File: config.mk
export PLATFORM = sky130hd
export DESIGN_NAME = fpas_addsub
export DESIGN_NICKNAME = d
export VERILOG_FILES = /design/src/rtl/fpas_pkg.sv /design/src/rtl/fpas_align.sv /design/src/rtl/fpas_kernel.sv /design/src/rtl/fpas_norm.sv /design/src/rtl/fpas_addsub.sv
export SDC_FILE = /design/constraint.sdc
export NUM_CORES = 1
export LEC_CHECK = 0
export ABC_AREA = 0
export BUFFER_PORTS_ARGS = -buffer_cell sky130_fd_sc_hd__buf_2
export CAP_MARGIN = 20
export CORE_ASPECT_RATIO = 1.75
export CORE_MARGIN = 8
export CORE_UTILIZATION = 55
export CTS_CLUSTER_DIAMETER = 60
export DETAILED_ROUTE_END_ITERATION = 16
export GPL_TIMING_DRIVEN = 1
export PLACE_DENSITY = 0.75
export SYNTH_ARGS = -nofsm -noshare
export SYNTH_HDL_FRONTEND = slang
export SYNTH_HIERARCHICAL = 1
export SYNTH_SLANG_ARGS = --single-unit
File: constraint.sdc
create_clock -name clk -period 3.7 [get_ports clk]
set_clock_uncertainty 0.05 [all_clocks]
set_input_delay 0 -clock clk [delete_from_list [all_inputs] [get_ports clk]]
set_output_delay 0 -clock clk [all_outputs]
set_load 0.01 [all_outputs]
File: src/rtl/fpas_pkg.sv
package fpas_pkg;
  typedef enum logic {
    FPAS_ADD = 1'b0,
    FPAS_SUB = 1'b1
  } fpas_op_e;
endpackage

File: src/rtl/fpas_align.sv
// Stage 1: magnitude compare, operand swap, right alignment of the smaller significand.
module fpas_align #(
  parameter int EXP_W = 7,
  parameter int MAN_W = 12
) (
  input  logic                   clk,
  input  logic                   rst_n,
  input  logic                   in_valid,
  input  logic                   op_sub,
  input  logic [EXP_W+MAN_W:0]   opnd_a,
  input  logic [EXP_W+MAN_W:0]   opnd_b,
  output logic                   s1_valid,
  output logic                   s1_sub,
  output logic                   s1_sign,
  output logic [EXP_W-1:0]       s1_exp,
  output logic [MAN_W:0]         s1_big,
  output logic [MAN_W:0]         s1_small
);
  import fpas_pkg::*;
  localparam int W     = 1 + EXP_W + MAN_W;
  localparam int SIG_W = MAN_W + 1;

  fpas_op_e             op;
  logic                 sign_a, sign_b_eff, swap;
  logic [EXP_W-1:0]     exp_a, exp_b, exp_big, exp_sml, shamt;
  logic [MAN_W-1:0]     man_big, man_sml;
  logic [SIG_W-1:0]     sig_sml;
  logic                 nxt_sub, nxt_sign;
  logic [SIG_W-1:0]     nxt_big, nxt_small;

  always_comb begin
    op         = fpas_op_e'(op_sub);
    sign_a     = opnd_a[W-1];
    sign_b_eff = opnd_b[W-1] ^ (op == FPAS_SUB);
    exp_a      = opnd_a[W-2 -: EXP_W];
    exp_b      = opnd_b[W-2 -: EXP_W];
    swap       = opnd_b[W-2:0] > opnd_a[W-2:0];
    exp_big    = swap ? exp_b : exp_a;
    exp_sml    = swap ? exp_a : exp_b;
    man_big    = swap ? opnd_b[MAN_W-1:0] : opnd_a[MAN_W-1:0];
    man_sml    = swap ? opnd_a[MAN_W-1:0] : opnd_b[MAN_W-1:0];
    nxt_big    = (exp_big != '0) ? {1'b1, man_big} : '0;
    sig_sml    = (exp_sml != '0) ? {1'b1, man_sml} : '0;
    shamt      = exp_big - exp_sml;
    nxt_small  = sig_sml >> shamt;
    nxt_sign   = swap ? sign_b_eff : sign_a;
    nxt_sub    = sign_a ^ sign_b_eff;
  end

  always_ff @(posedge clk or negedge rst_n) begin
    if (!rst_n) s1_valid <= 1'b0;
    else        s1_valid <= in_valid;
  end

  always_ff @(posedge clk or negedge rst_n) begin
    if (!rst_n) begin
      s1_sub   <= 1'b0;
      s1_sign  <= 1'b0;
      s1_exp   <= '0;
      s1_big   <= '0;
      s1_small <= '0;
    end else if (in_valid) begin
      s1_sub   <= nxt_sub;
      s1_sign  <= nxt_sign;
      s1_exp   <= exp_big;
      s1_big   <= nxt_big;
      s1_small <= nxt_small;
    end
  end
endmodule

File: src/rtl/fpas_kernel.sv
// Stage 2: one ripple chain of shared add/borrow-subtract bit cells.
module fpas_kernel #(
  parameter int EXP_W = 7,
  parameter int MAN_W = 12
) (
  input  logic               clk,
  input  logic               rst_n,
  input  logic               s1_valid,
  input  logic               s1_sub,
  input  logic               s1_sign,
  input  logic [EXP_W-1:0]   s1_exp,
  input  logic [MAN_W:0]     s1_big,
  input  logic [MAN_W:0]     s1_small,
  output logic               s2_valid,
  output logic               s2_sign,
  output logic [EXP_W-1:0]   s2_exp,
  output logic [MAN_W+1:0]   s2_raw
);
  localparam int SIG_W = MAN_W + 1;

  logic [SIG_W:0]   chain;
  logic [SIG_W-1:0] sum_w;
  logic [SIG_W:0]   nxt_raw;

  assign chain[0] = 1'b0;

  for (genvar i = 0; i < SIG_W; i++) begin : g_cell
    // Same sum equation in both modes; carry vs. borrow differ only by inverting x.
    assign sum_w[i]   = s1_big[i] ^ s1_small[i] ^ chain[i];
    assign chain[i+1] = ((s1_big[i] ^ s1_sub) & (s1_small[i] | chain[i]))
                      | (s1_small[i] & chain[i]);
  end

  always_comb begin
    nxt_raw = {chain[SIG_W] & ~s1_sub, sum_w};
  end

  always_ff @(posedge clk or negedge rst_n) begin
    if (!rst_n) s2_valid <= 1'b0;
    else        s2_valid <= s1_valid;
  end

  always_ff @(posedge clk or negedge rst_n) begin
    if (!rst_n) begin
      s2_sign <= 1'b0;
      s2_exp  <= '0;
      s2_raw  <= '0;
    end else if (s1_valid) begin
      s2_sign <= s1_sign;
      s2_exp  <= s1_exp;
      s2_raw  <= nxt_raw;
    end
  end
endmodule

File: src/rtl/fpas_norm.sv
// Stage 3: renormalization, zero / flush / saturation encoding.
module fpas_norm #(
  parameter int EXP_W = 7,
  parameter int MAN_W = 12
) (
  input  logic                 clk,
  input  logic                 rst_n,
  input  logic                 s2_valid,
  input  logic                 s2_sign,
  input  logic [EXP_W-1:0]     s2_exp,
  input  logic [MAN_W+1:0]     s2_raw,
  output logic                 out_valid,
  output logic [EXP_W+MAN_W:0] result
);
  localparam int W        = 1 + EXP_W + MAN_W;
  localparam int SIG_W    = MAN_W + 1;
  localparam int LZ_W     = $clog2(SIG_W + 1);
  localparam int EXP_ONES = (1 << EXP_W) - 1;

  logic [LZ_W-1:0] lz;
  logic [MAN_W:0]  shl;
  logic [W-1:0]    nxt_res;
  int              e_inc, e_dec;

  always_comb begin
    lz = LZ_W'(SIG_W);
    for (int i = 0; i < SIG_W; i++) begin
      if (s2_raw[i]) lz = LZ_W'(SIG_W - 1 - i);
    end
    shl   = s2_raw[MAN_W:0] << lz;
    e_inc = int'(s2_exp) + 1;
    e_dec = int'(s2_exp) - int'(lz);
    if (s2_raw == '0) begin
      nxt_res = '0;
    end else if (s2_raw[SIG_W]) begin
      if (e_inc >= EXP_ONES) nxt_res = {s2_sign, {EXP_W{1'b1}}, {MAN_W{1'b0}}};
      else                   nxt_res = {s2_sign, EXP_W'(e_inc), s2_raw[MAN_W:1]};
    end else if (e_dec <= 0) begin
      nxt_res = '0;
    end else begin
      nxt_res = {s2_sign, EXP_W'(e_dec), shl[MAN_W-1:0]};
    end
  end

  always_ff @(posedge clk or negedge rst_n) begin
    if (!rst_n) out_valid <= 1'b0;
    else        out_valid <= s2_valid;
  end

  always_ff @(posedge clk or negedge rst_n) begin
    if (!rst_n)        result <= '0;
    else if (s2_valid) result <= nxt_res;
  end
endmodule

File: src/rtl/fpas_addsub.sv
module fpas_addsub #(
  parameter int EXP_W = 7,
  parameter int MAN_W = 12
) (
  input  logic                 clk,
  input  logic                 rst_n,
  input  logic                 in_valid,
  input  logic                 op_sub,
  input  logic [EXP_W+MAN_W:0] opnd_a,
  input  logic [EXP_W+MAN_W:0] opnd_b,
  output logic                 out_valid,
  output logic [EXP_W+MAN_W:0] result
);
  logic [1:0]       rst_sync;
  logic             rst_int_n;
  logic             s1_valid, s1_sub, s1_sign;
  logic [EXP_W-1:0] s1_exp;
  logic [MAN_W:0]   s1_big, s1_small;
  logic             s2_valid, s2_sign;
  logic [EXP_W-1:0] s2_exp;
  logic [MAN_W+1:0] s2_raw;

  always_ff @(posedge clk or negedge rst_n) begin
    if (!rst_n) rst_sync <= 2'b00;
    else        rst_sync <= {rst_sync[0], 1'b1};
  end
  assign rst_int_n = rst_sync[1];

  fpas_align #(.EXP_W(EXP_W), .MAN_W(MAN_W)) u_align (
    .clk(clk), .rst_n(rst_int_n), .in_valid(in_valid), .op_sub(op_sub),
    .opnd_a(opnd_a), .opnd_b(opnd_b), .s1_valid(s1_valid), .s1_sub(s1_sub),
    .s1_sign(s1_sign), .s1_exp(s1_exp), .s1_big(s1_big), .s1_small(s1_small)
  );

  fpas_kernel #(.EXP_W(EXP_W), .MAN_W(MAN_W)) u_kernel (
    .clk(clk), .rst_n(rst_int_n), .s1_valid(s1_valid), .s1_sub(s1_sub),
    .s1_sign(s1_sign), .s1_exp(s1_exp), .s1_big(s1_big), .s1_small(s1_small),
    .s2_valid(s2_valid), .s2_sign(s2_sign), .s2_exp(s2_exp), .s2_raw(s2_raw)
  );

  fpas_norm #(.EXP_W(EXP_W), .MAN_W(MAN_W)) u_norm (
    .clk(clk), .rst_n(rst_int_n), .s2_valid(s2_valid), .s2_sign(s2_sign),
    .s2_exp(s2_exp), .s2_raw(s2_raw), .out_valid(out_valid), .result(result)
  );
endmodule

# == Word level (Yosys, flattened, before mapping) ==
# Index checks and enable logic that the tools add are counted.
# totals
regBits,82
out_inout_bits,21
wordCells,139
# classes
n_addsub,3
n_lt_le_gt_ge,3
shifts,2
muxes,24
bitwise,91
n_reduce_logical,3
# op_table
cell,n
$mux 20,3
$mux 4,12
$xor 1x1->1,40
$ge 32x8->1 const B,1
$le 32x1->1 const B,1
$and 1x1->1,26
$mux 13,2
$mux 12,2
$or 1x1->1,24
$gt 19x19->1,1
$mux 19,1
$logic_not 14->1,1
$mux 7,2
$reduce_bool 7->1,2
$shl 13x4->12,1
$shr 13x7->13,1
$add 7x1->8 const B,1
$sub 7x4->8,1
$sub 7x7->7,1
$mux 1,2
$not 1->1,1

# == Longest topological paths before layout ==
# Gate-level depths: netlist of the first run.
# depth
ltp_word,39
mapped_depth,18
mapped_depth_nobuf,14

# == By module ==
# Netlist of the first run, hierarchy kept.
# by_module_without_submodules
mod,instances,cells_per_inst,area_per_inst_um2,seq_area_each_um2
fpas_align,1,356,3179.3,900.9
fpas_norm,1,287,2173.3,525.5
fpas_kernel,1,171,1649.1,575.6
fpas_addsub,1,3,53.8,50.0

# == Worst setup path after synthesis of the first run ==
# No wires, ideal clock.
# synth_path
kind,input port to flip-flop
from,input opnd_a[12]
to,register u_align.s1_small[1]
setup_ps,80
arrival_ps,3691
required_time_ps,3570
slack_ps,-121
path_stages,17
n_path_buf,4
path_cell_list,inv_1 -> ha_1 -> buf_2 -> a21o_1 -> a31oi_1 -> o21a_1 -> a211oi_2 -> buf_4 -> buf_1 -> o31a_1 -> ha_1 -> inv_1 -> clkbuf_1 -> mux4_2 -> mux2_2 -> mux2_2 -> o22ai_2
# synth_between
elab_chain_cells,5
# synth_rtl
item,line,text
start: declaration,fpas_addsub.sv:9,"input logic [EXP_W+MAN_W:0] opnd_a,"
branches (longest 4 deep; another with $gt 19x19->1),--,
$shr 13x7->13 (*),fpas_align.sv:45,nxt_small = sig_sml >> shamt;
end signal: assignment,fpas_align.sv:67,s1_small <= nxt_small;
end: declaration,fpas_align.sv:17,output logic [MAN_W:0] s1_small
# Every way passes the cells marked *.
# A chain may end at the register's enable or synchronous reset.

# == Final worst setup path of the first run ==
# layout_path
from,input opnd_a[15]
to,register u_align.s1_small[11]
# The elaborated chain is that of the path after synthesis.

==> results of run 1 <==
-- repair_timing --
item / CTS / global route
hold endpoints to repair: 21 / 0
gates resized for setup: 0 / 12
endpoints found under the setup margin: 0 / 16
setup buffers: 0 / 2
hold buffers: 32 / 0
-- layer usage --
| layer | vias to the layer above | share of wire [%] | wire length [um] | global-route usage [%] |
|---|---|---|---|---|
| met5 | - | 0 | 0 | 0 |
| li1 | 3169 | - | - | - |
| met2 | 233 | 55 | 10180 | 41.19 |
| met4 | 0 | 3.8 | 700 | 11.48 |
| met1 | 3126 | 37 | 6962 | 22.94 |
| met3 | 54 | 4.1 | 761 | 2.729 |
-- flip-flops by register name (all words and copies together), names as in the netlist --
name,flops
u_kernel/s2_sign,1
u_kernel/s2_valid,1
rst_sync,2
u_kernel/s2_raw,14
u_norm/out_valid,1
u_align/s1_small,13
u_align/s1_sign,1
u_norm/result,20
u_align/s1_valid,1
u_align/s1_big,13
u_align/s1_exp,7
u_align/s1_sub,1
u_kernel/s2_exp,7
-- cell usage after synthesis, types with 7 or more instances --
master / instances
nor2_1: 61
o21ai_0: 31
xnor2_1: 27
nor3_1: 15
o221ai_1: 7
nor2b_1: 17
o21ai_1: 16
o22ai_1: 27
a31oi_1: 13
nand3_1: 12
a221o_1: 7
ha_1: 26
xor2_1: 17
nor4_1: 9
a21oi_1: 67
buf_2: 8
inv_1: 82
mux2_2: 21
a211oi_1: 8
nand2b_1: 13
nand2_1: 45
clkbuf_1: 19
dfrtp_1: 82
mux2i_1: 46
-- layout make-up --
class                           instances  area, sq um
Tap cell                              171        214.0
Sequential cell                        82         2057
Fill cell                            1055         4383
Clock inverter                          7        100.1
Inverter                               85        319.1
Multi-Input combinational cell        610         4528
Timing Repair Buffer                  128        904.6
Clock buffer                            9        225.2
-- cell families (layout without fill, tap and decap cells) --
| kind of cell | after synthesis | in the layout | synth area share, % |
|---|---|---|---|
| mux | 76 | 76 | 12.41 |
| xor+xnor | 46 | 46 | 5.923 |
| simple gates | 214 | 214 | 16.12 |
| other cells | 1 | 1 | 0.05315 |
| flops | 82 | 82 | 29.08 |
| buf+inv | 125 | 229 | 7.430 |
| compound gates | 243 | 243 | 23.66 |
| fa+ha+maj | 30 | 30 | 5.320 |
-- through the flow --
stage          hold slack (ps)  setup WS, ps  utilization (%)
4_1_cts                 0.4448         26.98            64.87
5_1_grt                  23.58        -36.86            65.57
6_report                 12.76         113.4            65.57
2_1_floorplan           -345.6        0.5829                -
3_5_place_dp            -264.0         202.9            59.80
3_3_place_gp            -265.0         255.7            59.80
-- worst max-delay path: cells and delay by family --
family                     cells  cell delay [ps]
AOI/OAI and AO/OA              6             1760
and+or+nand+nor                5              770
buffers and inverters          3              730
adders and majority gates      2              490
-- path summary, 6_finish.rpt --
| path | from | to | slack [ps] | depth (start not counted) |
|---|---|---|---|---|
| max | opnd_a[15] | u_align/s1_small[11] | 110 | 16 |
| min | opnd_a[9] | u_align/s1_big[9] | 10 | 3 |
| max reg2reg | u_align/s1_small[1] | u_kernel/s2_raw[13] | 250 | 11 |
| min reg2reg | rst_sync[1] | u_kernel/s2_raw[8] | 90 | 0 |
| max in group asynchronous | rst_sync[1] | u_align/s1_sub | 2920 | 1 |
| min in group asynchronous | rst_sync[1] | u_kernel/s2_raw[8] | 90 | 0 |
-- report_power, final --
group / switching, W / internal [W] / total, W
sequential: 0.000286 / 0.00112 / 0.00140
combinational: 0.00122 / 0.00102 / 0.00224
clock: 0.000376 / 0.000598 / 0.000975
==> impl_metrics.py, run 1 <==
metrics = {
    "setup_path": {
        "crit_type": "input pin to register",
        "crit_chain": "dlygate4sd3_1 > buf_2 > inv_1 > ha_1 > and2_1 > nand3_1 > o21a_2 > a211oi_4 > o31a_1 > ha_1 > nor2_1 > a211oi_1 > nor3_1 > a211oi_4 > nand3_4 > o32ai_1",
        "critPathCaptureType": "register",
        "crit_path_max_fanout": 10,
        "cp_slowest_cell": "dlygate4sd3_1",
        "slowest_delay_ps": 520,
        "cp.arrival_ps": 3770,
        "cp.required_ps": 3880,
        "start_kind": "input pin",
    },
    "cells_and_area": {
        "syn_to_final_growth_pct": 18.32,
        "final_cell_mix": "inv_1 (81), dfrtp_1 (80), a21oi_1 (67)",
        "layout_commonest_cell": "inv_1",
        "stdcell_area_sq_um": 8348,
        "diodes": 0,
        "layout.nets": 987,
        "drive_gt1_share_pct": 20.52,
        "fin_cells": 1092,
    },
    "detailed_routing": {
        "drt_iter0_drc": 389,
        "drt_wl_total_mm": 18.61,
        "avgViaCountPerCell": 6.027,
        "dr.pass1.iters": 5,
        "via_count": 6582,
        "drc_errors": 0,
        "wl_per_cell_um": 17.04,
        "ant_nets": 0,
    },
    "floorplanning": {
        "design.core.area_sq_um": 12730,
        "start_util_pct": 55.42,
        "rows": 55,
        "die-area_sq_um": 16850,
        "dieWidth_um": 101.6,
        "pin_count": 65,
        "die_h_um": 165.8,
    },
    "cts": {
        "htreeDepth": 3,
        "tritoncts": "built",
        "cts_made_buffers": 9,
        "path_clk_slew_ps": 60,
        "clock_sinks": 82,
        "clock_path_buffers": 2,
        "insertion_delay_ps": 340,
        "clockRootBuffer": "clkbuf_16",
    },
    "grt": {
        "antenna_found_initial": 0,
        "grt_max_degree": 81,
        "grt.total_usage_pct": 22.16,
        "first_global_vias": 6630,
        "grt_pass1_wl_mm": 30.71,
        "grt_overflow": 0,
    },
    "placed_design": {
        "placed_cell_area_sq_um": 7614,
        "gp_congestion": 0.9502,
        "dp_cells": 1041,
        "dp_hpwl_mm": 13.94,
        "io_buffer_count": 64,
    },
    "sta": {
        "rsz0062_at_grt": "yes",
        "setup_viol": 0,
        "worst_slew_pin_slew_ps": 631.1,
        "fin_crit_ps": 3587,
        "timing.fmax_mhz": 278.8,
        "slew_headroom_pct": 57.26,
        "hold_violations": 0,
        "fin_setup_tns_ps": 0,
        "drv_slew": 0,
        "finalCritPeriodShare_pct": 96.94,
    },
    "yosys": {
        "yosysWarnings": 6,
        "synth.avg_cell_area_sq_um": 8.636,
        "synth_area_leaders": "dfrtp_1 (29%), mux2i_1 (6.5%), a21oi_1 (4.8%)",
        "netlist_instances": 817,
        "synth.distinct_cells": 90,
        "yosys.area.top_type": "dfrtp_1",
        "synth_edf_count": 0,
        "yosysSeqAreaShare_pct": 29.08,
        "async_flop_share_pct": 100.0,
        "synth_nets": 888,
        "ys.flop_type": "dfrtp_1",
        "ys_seq_elements": 82,
        "synth_top_area_share_pct": 29.08,
        "netlist_area_sq_um": 7056,
    },
    "worst_hold_path": {
        "hold_class": "input pin to register",
    },
    "pwr": {
        "power_per_cell_area_nw_per_um2": 553.9,
        "total_power_w": 0.004624,
        "vdd_drop_max_v": 0.0002470,
        "leakage_nw": 3.677,
    },
    "flow_run": {
        "maxCapViolCount": 0,
    },
    "status": {
        "outcome": "complete, no violations",
    },
}
Note: power is estimated with default switching activity, not from simulation.
==> inputs of run 2 (changes only) <==
--- a/config.mk
+++ b/config.mk
@@ -10,11 +10,11 @@
 export CAP_MARGIN = 20
 export CORE_ASPECT_RATIO = 1.75
 export CORE_MARGIN = 8
-export CORE_UTILIZATION = 55
+export CORE_UTILIZATION = 25
 export CTS_CLUSTER_DIAMETER = 60
 export DETAILED_ROUTE_END_ITERATION = 16
 export GPL_TIMING_DRIVEN = 1
-export PLACE_DENSITY = 0.75
+export SETUP_SLACK_MARGIN = 0.5
 export SYNTH_ARGS = -nofsm -noshare
 export SYNTH_HDL_FRONTEND = slang
 export SYNTH_HIERARCHICAL = 1
==> run 2 against run 1 <==
Effect of this change: die area increased by 100%; clock power fell by 10%; global-route usage shrank 10 points; sequential power hardly changed; routed wire length grew 10%; count of clock-buffer cells in the layout grew 1.
==> impl_metrics.py, run 2 (same netlist as run 1, synthesis figures left out) <==
metrics = {
    "status": {
        "outcome": "complete, no violations",
    },
    "cells_and_area": {
        "multi_input_area_sq_um": 4860,
        "final_cell_mix": "inv_1 (77), dfrtp_1 (75), buf_2 (64)",
        "layout_commonest_cell": "inv_1",
        "layout.area.seq_sq_um": 2063,
        "diodes": 0,
        "top_regs": "u_norm/result (20), u_kernel/s2_raw (14)",
        "layout.nets": 991,
        "fillers": 2955,
        "regMostFlops": "u_norm/result",
        "largest_reg_flops": 20,
        "syn_to_final_growth_pct": 26.51,
        "drive_gt1_share_pct": 25.65,
    },
    "pwr": {
        "total_power_w": 0.004677,
        "pwr-share-seq_pct": 30.6,
        "p_sw_share_pct": 41.21,
        "combPwrFrac_pct": 50.7,
        "clock_power_share_pct": 18.7,
        "power_per_cell_area_nw_per_um2": 524.0,
        "p_sw_w": 0.001928,
        "leakage_nw": 3.691,
        "internal-power_w": 0.002750,
        "vdd_drop_max_v": 0.0002357,
    },
    "floorplanning": {
        "design.core.area_sq_um": 27870,
        "die_h_um": 238.2,
        "dieWidth_um": 143.0,
        "start_util_pct": 25.32,
        "pin_count": 65,
        "rows": 81,
        "die-area_sq_um": 34070,
    },
    "setup_path": {
        "critPathCaptureType": "register",
        "cp.required_ps": 3860,
        "start_kind": "register",
        "r2r-start": "u_align/s1_big[1]",
        "cp.arrival_ps": 3390,
        "crit_type": "register to register",
        "cp-startpoint": "u_align/s1_big[1]",
        "crit_path_max_fanout": 6,
    },
    "sta": {
        "fin_setup_tns_ps": 0,
        "hold_violations": 0,
        "timing.fmax_mhz": 309.4,
        "rsz0062_at_grt": "yes",
        "setup_ws_ps": 468.4,
        "drv_slew": 0,
        "worst_slew_pin_slew_ps": 705.0,
        "fin_crit_ps": 3232,
        "slew_headroom_pct": 52.88,
        "finalCritPeriodShare_pct": 87.34,
        "setup_viol": 0,
    },
    "detailed_routing": {
        "dr.pass1.iters": 5,
        "avgViaCountPerCell": 5.024,
        "wl_per_cell_um": 15.80,
        "via_count": 6516,
        "ant_nets": 0,
        "drt_iter0_drc": 331,
        "drt_wl_total_mm": 20.49,
        "drc_errors": 0,
    },
    "cts": {
        "clock_path_buffers": 2,
        "tritoncts": "built",
        "clock_sinks": 82,
        "cts_made_buffers": 9,
        "path_clk_slew_ps": 60,
        "insertion_delay_ps": 340,
        "clockRootBuffer": "clkbuf_16",
        "htreeDepth": 3,
    },
    "placed_design": {
        "post-place-ws_ps": 219.1,
        "dp_hpwl_mm": 15.93,
        "io_buffer_count": 64,
        "gp_congestion": 0.9216,
    },
    "worst_hold_path": {
        "hold_class": "input pin to register",
        "hp-start": "opnd_b[11]",
    },
    "grt": {
        "grt_pass1_wl_mm": 33.17,
        "first_global_vias": 6553,
        "grt_max_degree": 51,
        "antenna_found_initial": 0,
        "grt_overflow": 0,
        "grt.total_usage_pct": 11.98,
    },
    "flow_run": {
        "maxCapViolCount": 0,
    },
}
## run 2: stage by stage
step	hold slack, ps	instance area [sq um]	instances	util, %
2_1_floorplan	-345.6	7298	817	-
3_3_place_gp	-264.0	8050	1239	28.88
3_5_place_dp	-263.4	8050	1239	28.88
4_1_cts	2.888	8815	1293	31.63
5_1_grt	28.57	8926	1297	32.03
6_report	12.25	8926	1297	32.03
## run 2: power groups by stage
| stage | clock, W | sequential (W) | combinational [W] |
|---|---|---|---|
| 2_1_floorplan | 0 | 0.00136 | 0.00165 |
| 3_3_place_gp | 0 | 0.00144 | 0.00216 |
| 3_5_place_dp | 0 | 0.00144 | 0.00218 |
| 4_1_cts | 0.000901 | 0.00144 | 0.00230 |
| 5_1_grt | 0.000937 | 0.00148 | 0.00260 |
| 6_report | 0.000875 | 0.00143 | 0.00237 |
## run 2: area by class of cell
type                    instances  share of cell area (%)
multi-input cells             610                   54.44
flip-flops and latches         82                   23.11
repair buffers                132                   10.36
well taps                     373                   5.228
inverters                      85                   3.659
clock buffers                  10                   2.565
clock inverters                 5                  0.6308
## run 2: per-layer routing
layer	routed length, um	share of wire, %	GRT usage, %
met5	0	0	0
met4	722	3.5	5.469
met1	7986	39	12.37
met3	627	3.1	1.541
met2	11150	54	23.08
## run 2: what timing repair did
| item | CTS | global route |
|---|---|---|
| endpoints found under the hold margin | 19 | 0 |
| pin swaps | 8 | 4 |
| resized for setup | 22 | 16 |
| endpoints found under the setup margin | 13 | 27 |
| hold buffers | 28 | 0 |
| buffers inserted | 11 | 4 |
## run 2: worst paths after layout
check,slack [ps],cells past startpoint,endpoint
min reg2reg,300,0,rst_sync[1]
min,10,3,u_align/s1_big[11]
min in group asynchronous,310,0,u_norm/result[10]
max reg2reg,470,11,u_kernel/s2_raw[13]
max,470,11,u_kernel/s2_raw[13]
max in group asynchronous,2400,1,u_kernel/s2_raw[1]
## run 2: worst max-delay path: stages (launching register included)
cell and delay, ps:
dfrtp_2 450, mux2_4 320, nand3b_4 140, a32oi_4 150, nor4_4 360, o22ai_4 140
o211ai_1 310, a31oi_2 160, or4_4 600, o21ai_4 100, a21oi_2 70, a221o_1 260
